## src/rtl/eiu_pkg.sv

```systemverilog
package eiu_pkg;

  typedef enum logic [2:0] {
    TRIG_OFF  = 3'd0,
    TRIG_RISE = 3'd1,
    TRIG_FALL = 3'd2,
    TRIG_BOTH = 3'd3,
    TRIG_RSV4 = 3'd4,
    TRIG_HIGH = 3'd5,
    TRIG_LOW  = 3'd6,
    TRIG_RSV7 = 3'd7
  } trig_e;

  localparam int unsigned FIELD_W = 4;
  localparam int unsigned CODE_W  = 3;

  localparam logic [1:0] SEL_CFG  = 2'd0;
  localparam logic [1:0] SEL_CAP  = 2'd1;
  localparam logic [1:0] SEL_PEND = 2'd2;
  localparam logic [1:0] SEL_EN   = 2'd3;

endpackage

```

## src/rtl/eiu_sync.sv

```systemverilog
module eiu_sync #(
  parameter int unsigned WIDTH = 6
) (
  input  logic             clk_i,
  input  logic             rst_i,
  input  logic [WIDTH-1:0] async_i,
  output logic [WIDTH-1:0] sync_o
);

  logic [WIDTH-1:0] meta_q;
  logic [WIDTH-1:0] stable_q;

  always_ff @(posedge clk_i) begin
    if (rst_i) begin
      meta_q   <= '0;
      stable_q <= '0;
    end else begin
      meta_q   <= async_i;
      stable_q <= meta_q;
    end
  end

  assign sync_o = stable_q;

endmodule

```

## src/rtl/eiu_detect.sv

```systemverilog
module eiu_detect
  import eiu_pkg::*;
(
  input  logic  clk_i,
  input  logic  rst_i,
  input  logic  lvl_i,
  input  trig_e trig_i,
  input  logic  clr_i,
  output logic  pend_o
);

  logic prev_q;
  logic pend_q;
  logic rise;
  logic fall;
  logic pend_d;

  assign rise = lvl_i & ~prev_q;
  assign fall = ~lvl_i & prev_q;

  // Edge modes: new event has priority over a simultaneous clear.
  always_comb begin
    unique case (trig_i)
      TRIG_RISE: pend_d = rise | (pend_q & ~clr_i);
      TRIG_FALL: pend_d = fall | (pend_q & ~clr_i);
      TRIG_BOTH: pend_d = rise | fall | (pend_q & ~clr_i);
      TRIG_HIGH: pend_d = lvl_i;
      TRIG_LOW:  pend_d = ~lvl_i;
      default:   pend_d = 1'b0;
    endcase
  end

  always_ff @(posedge clk_i) begin
    if (rst_i) begin
      prev_q <= 1'b0;
      pend_q <= 1'b0;
    end else begin
      prev_q <= lvl_i;
      pend_q <= pend_d;
    end
  end

  assign pend_o = pend_q;

endmodule

```

## src/rtl/ext_irq_unit.sv

```systemverilog
module ext_irq_unit
  import eiu_pkg::*;
#(
  parameter int unsigned NUM_IN = 6,
  parameter int unsigned DATA_W = 32
) (
  input  logic              clk_i,
  input  logic              rst_i,
  input  logic [NUM_IN-1:0] pins_i,
  input  logic              wr_en_i,
  input  logic [3:0]        wr_addr_i,
  input  logic [DATA_W-1:0] wr_data_i,
  input  logic [3:0]        rd_addr_i,
  output logic [DATA_W-1:0] rd_data_o,
  output logic [NUM_IN-1:0] irq_o
);

  localparam int unsigned CFG_BITS = NUM_IN * FIELD_W;

  logic [NUM_IN-1:0]             sync_lvl;
  logic [NUM_IN-1:0][CODE_W-1:0] cfg_q;
  logic [NUM_IN-1:0]             en_q;
  logic [NUM_IN-1:0]             pend_q;
  logic [NUM_IN-1:0]             clr;
  logic                          wr_cfg;
  logic                          wr_pend;
  logic                          wr_en_reg;

  assign wr_cfg    = wr_en_i && (wr_addr_i[3:2] == SEL_CFG);
  assign wr_pend   = wr_en_i && (wr_addr_i[3:2] == SEL_PEND);
  assign wr_en_reg = wr_en_i && (wr_addr_i[3:2] == SEL_EN);

  eiu_sync #(.WIDTH(NUM_IN)) u_sync (
    .clk_i  (clk_i),
    .rst_i  (rst_i),
    .async_i(pins_i),
    .sync_o (sync_lvl)
  );

  always_ff @(posedge clk_i) begin
    if (rst_i) begin
      cfg_q <= '0;
      en_q  <= '0;
    end else begin
      if (wr_cfg) begin
        for (int i = 0; i < NUM_IN; i++) begin
          cfg_q[i] <= wr_data_i[FIELD_W*i +: CODE_W];
        end
      end
      if (wr_en_reg) begin
        en_q <= wr_data_i[NUM_IN-1:0];
      end
    end
  end

  for (genvar g = 0; g < NUM_IN; g++) begin : g_in
    assign clr[g] = wr_pend & ~wr_data_i[g];

    eiu_detect u_det (
      .clk_i (clk_i),
      .rst_i (rst_i),
      .lvl_i (sync_lvl[g]),
      .trig_i(trig_e'(cfg_q[g])),
      .clr_i (clr[g]),
      .pend_o(pend_q[g])
    );
  end

  assign irq_o = pend_q & en_q;

  always_comb begin
    rd_data_o = '0;
    unique case (rd_addr_i[3:2])
      SEL_CFG: begin
        for (int i = 0; i < NUM_IN; i++) begin
          rd_data_o[FIELD_W*i +: CODE_W] = cfg_q[i];
        end
      end
      SEL_CAP:  rd_data_o[NUM_IN-1:0] = sync_lvl;
      SEL_PEND: rd_data_o[NUM_IN-1:0] = pend_q;
      SEL_EN:   rd_data_o[NUM_IN-1:0] = en_q;
      default:  rd_data_o = '0;
    endcase
  end

  if (CFG_BITS > DATA_W) begin : g_bad_cfg
    initial $error("NUM_IN too large for DATA_W");
  end

endmodule

```

## config.mk

```make
export PLATFORM = sky130hd
export DESIGN_NAME = ext_irq_unit
export DESIGN_NICKNAME = d
export VERILOG_FILES = /design/src/rtl/eiu_pkg.sv /design/src/rtl/eiu_sync.sv /design/src/rtl/eiu_detect.sv /design/src/rtl/ext_irq_unit.sv
export SDC_FILE = /design/constraint.sdc
export NUM_CORES = 1
export LEC_CHECK = 0
export ABC_CLOCK_PERIOD_IN_PS = 1300
export CAP_MARGIN = 20
export CORE_UTILIZATION = 40
export DETAILED_ROUTE_END_ITERATION = 6
export PLACE_DENSITY = 0.86
export SETUP_SLACK_MARGIN = 0.4
export SLEW_MARGIN = 10
export SYNTH_ARGS = -nofsm -noshare
export SYNTH_HDL_FRONTEND = slang
export SYNTH_SLANG_ARGS = --single-unit
```

## constraint.sdc

```tcl
create_clock -name clk_i -period 1.3 [get_ports clk_i]
set_input_delay 0.325 -clock clk_i [delete_from_list [all_inputs] [get_ports clk_i]]
set_output_delay 0.325 -clock clk_i [all_outputs]
set_load 0.01 [all_outputs]
```

==> impl_metrics.csv <==
group,metric,value,unit
run_status,outcome,"finished, violations left",
run_status,violations,"setup timing",
route,drt-total-wl,7580,um
synth,synth-edff-count,0,
hold_path,min_path_type,"in2reg",
clock_tree,clk_latency,0.31,ns
synth,synth_compound_area_frac,0.128,
synth,synth_area_per_cell,8.90,sq um
power,p_sw_frac,0.262,
placed_design,dpl_worst_slack,-1.04,ns
synth,syn_area,0.00233,sq mm
timing,fin_ws,-0.295,ns
synth,synthAdderAreaFrac,0.0644,
timing,hold_viol,0,
synth,muxShareOfSynthArea,0.0789,
die,rows,27,
route,via_count,2343,
global_routing,grt_pass1_wl,10500,um
route,drc,0,
die,die_w,78.4,um
synth,ys_seq_area_frac,0.412,
power,pwr_density_cell,766,mW/mm^2
timing,rsz0062_at_grt,"yes",
die,core_area,0.00557,sq mm
route,drt_iter0_drc,91,
route,ant_nets,0,
worst_setup_path,required,0.98,ns
synth,synthArstFlopShare,0,
synth,ys_seq_elements,48,
finish,post-route-util,0.719,
clock_tree,cts_buffers,5,
synth,synth_top_family_by_area,"simple AND/OR/NAND/NOR gates",
timing,setup_viol,24,
timing,final.setup_skew,0.00909,ns
power,clockPowerShare,0.300,
timing,fin_crit_sh,1.23,
route,via_per_inst,5.23,
timing,setup_total_negative_slack,-3.74,ns
die,die_h,78.4,um
finish,drive_above_1_share,0.598,
placed_design,dp_hpwl,4210,um
timing,fmax,627,MHz
finish,fin_nets,436,
power,ir_drop,0.468,mV
global_routing,grt_pass1_vias,2253,
global_routing,grt_start_max_net_pins,27,
flow_run,maxCapViolations,0,
finish,area_growth,71.7,%
clock_tree,clk_pin_slew,0.09,ns
global_routing,grt_overflow,0,
die,io_pins,87,
die,fp.dieArea,0.00614,sq mm
worst_setup_path,end_kind,"output port",
timing,fin_crit,1.59,ns
worst_setup_path,worst-path-max-fanout,2,
power,intPower,2.26,mW
timing,maxSlewViolCount,0,
synth,synthSimpleGateAreaFrac,0.227,
worst_setup_path,cp_data_arrival_time,1.27,ns
synth,synthCells,262,
clock_tree,hold_buffers,0,
worst_setup_path,start_kind,"flip-flop",
power,pwr-share-comb,0.195,
power,power_frac_seq,0.505,
global_routing,grt_usage,0.225,
die,start_util,0.418,
synth,yosysWarnings,0,
route,firstDrtPassIters,4,
synth,synth-xor-area-share,0,
clock_tree,cts_root_buffer,"clkbuf_8",
finish,diodes,0,
finish,nFillCells,374,
synth,synthDistinctLibCells,24,
clock_tree,cts_buffer_depth,2,
clock_tree,cts_tree,"built",
finish,seq_area,987,sq um
clock_tree,clock-sinks,48,
synth,ys.flop_type,"dfxtp_1",
worst_setup_path,path_class,"reg2out",
power,power.net_switching,0.804,mW
clock_tree,ctsHtreeMaxLevel,2,
global_routing,grt_antenna_before_repair,0,
route,avgRoutedWirePerCell,16.9,um
placed_design,port_buffers,56,
placed_design,gp_congestion,0.793,
power,p_leak,1.72,nW
finish,multi_input_comb_area,0.00162,sq mm
[power groups by stage]
stage	registers (mW)	logic, mW	clock network [mW]
2_1_floorplan	1.58	0.221	0
4_1_cts	1.55	0.520	0.927
3_5_place_dp	1.58	0.447	0
5_1_grt	1.55	0.634	0.987
3_3_place_gp	1.57	0.433	0
6_report	1.55	0.598	0.919
[cell usage in the layout, fill, tap and decap left out, types with 5 or more instances in the layout]
master	synthesis	routed
buf_6	2	45
buf_4	14	36
nand2_2	0	29
dfxtp_1	48	27
clkdlybuf4s50_1	0	22
dfxtp_2	0	21
and2_4	0	18
a21oi_2	0	17
conb_1	1	13
nor2_1	13	12
nor2b_1	12	12
nand3_1	13	12
ha_4	0	9
inv_1	12	7
nand3b_1	7	7
o21ai_2	0	6
nand2_4	0	6
mux2i_1	6	6
o22a_1	6	6
o21ai_0	13	6
o211ai_1	6	6
clkbuf_8	0	6
buf_2	2	6
inv_4	0	5
mux4_2	5	5
[final cells by class]
cell class,instances,area share
Clock buffer,6,0.0206
Clock inverter,2,0.00250
Inverter,12,0.0144
Multi-Input combinational cell,190,0.404
Sequential cell,48,0.246
Tap cell,72,0.0225
Timing Repair Buffer,118,0.289
[cell families (layout without fill, tap and decap cells)]
| logic type | Yosys count | count (layout) |
|---|---|---|
| buffers and inverters | 36 | 138 |
| adders and majority gates | 12 | 12 |
| DFF | 48 | 48 |
| AOI/OAI and AO/OA | 49 | 49 |
| and+or+nand+nor | 104 | 104 |
| muxes | 12 | 12 |
| other | 1 | 13 |
[timing repair]
| item | CTS | global route |
|---|---|---|
| buffers inserted | 6 | 7 |
| cloned | 2 | 0 |
| pin swaps | 58 | 28 |
| gates resized for setup | 237 | 59 |
| endpoints found under the setup margin | 73 | 52 |
[through the flow]
step	hold slack [ns]	power, mW	instances	cell area, sq um
2_1_floorplan	0.414	1.81	274	2450
3_3_place_gp	0.418	2.01	425	3290
3_5_place_dp	0.428	2.02	425	3290
4_1_cts	0.441	2.99	441	3740
5_1_grt	0.432	3.17	448	4010
6_report	0.432	3.07	448	4010
[per-layer routing]
metal	up-vias	global-route usage	share of wire	wire length (um)
met3	17	0.0512	0.059	445
li1	1090	-	-	-
met5	-	0	0	0
met2	89	0.415	0.55	4200
met4	0	0.0759	0.016	119
met1	1147	0.253	0.37	2810
[registers in the layout, summed over array words and instances (netlist names)]
register,count
g_in.u_det.prev_q,6
u_sync.meta_q,6
u_sync.sync_o,6
g_in.u_det.pend_o,6
cfg_q,18
en_q,6
[cells in the mapped netlist (all sizes together) (7+ instances only)]
library cell / n / area (sq um)
nor2b: 12 / 75.1
inv: 12 / 45.0
nor2: 13 / 48.8
nand2: 38 / 143
a21oi: 18 / 90.1
buf: 18 / 138
dfxtp: 48 / 961
nand3: 13 / 65.1
nand3b: 7 / 52.6
o21ai: 13 / 65.1
and2: 19 / 119
ha: 12 / 150
[critical path, cell delays in order, from the launching register on]
cell and delay [ns]:
dfxtp_2 0.35, mux4_2 0.47, buf_6 0.14
[final timing paths]
kind,startpoint,end,slack (ns),cells after the start
worst max-delay path,u_sync.sync_o[4]$_SDFF_PP0_,rd_data_o[4],-0.29,2
worst min-delay path,wr_data_i[2],en_q[2]$_SDFFE_PP0P_,0.43,4
worst max register to register,u_sync.sync_o[3]$_SDFF_PP0_,g_in[3].u_det.pend_o$_SDFF_PP0_,0.06,6
worst min register to register,u_sync.meta_q[3]$_SDFF_PP0_,u_sync.sync_o[3]$_SDFF_PP0_,0.44,1
No activity file was read; power rests on OpenSTA's default activity.
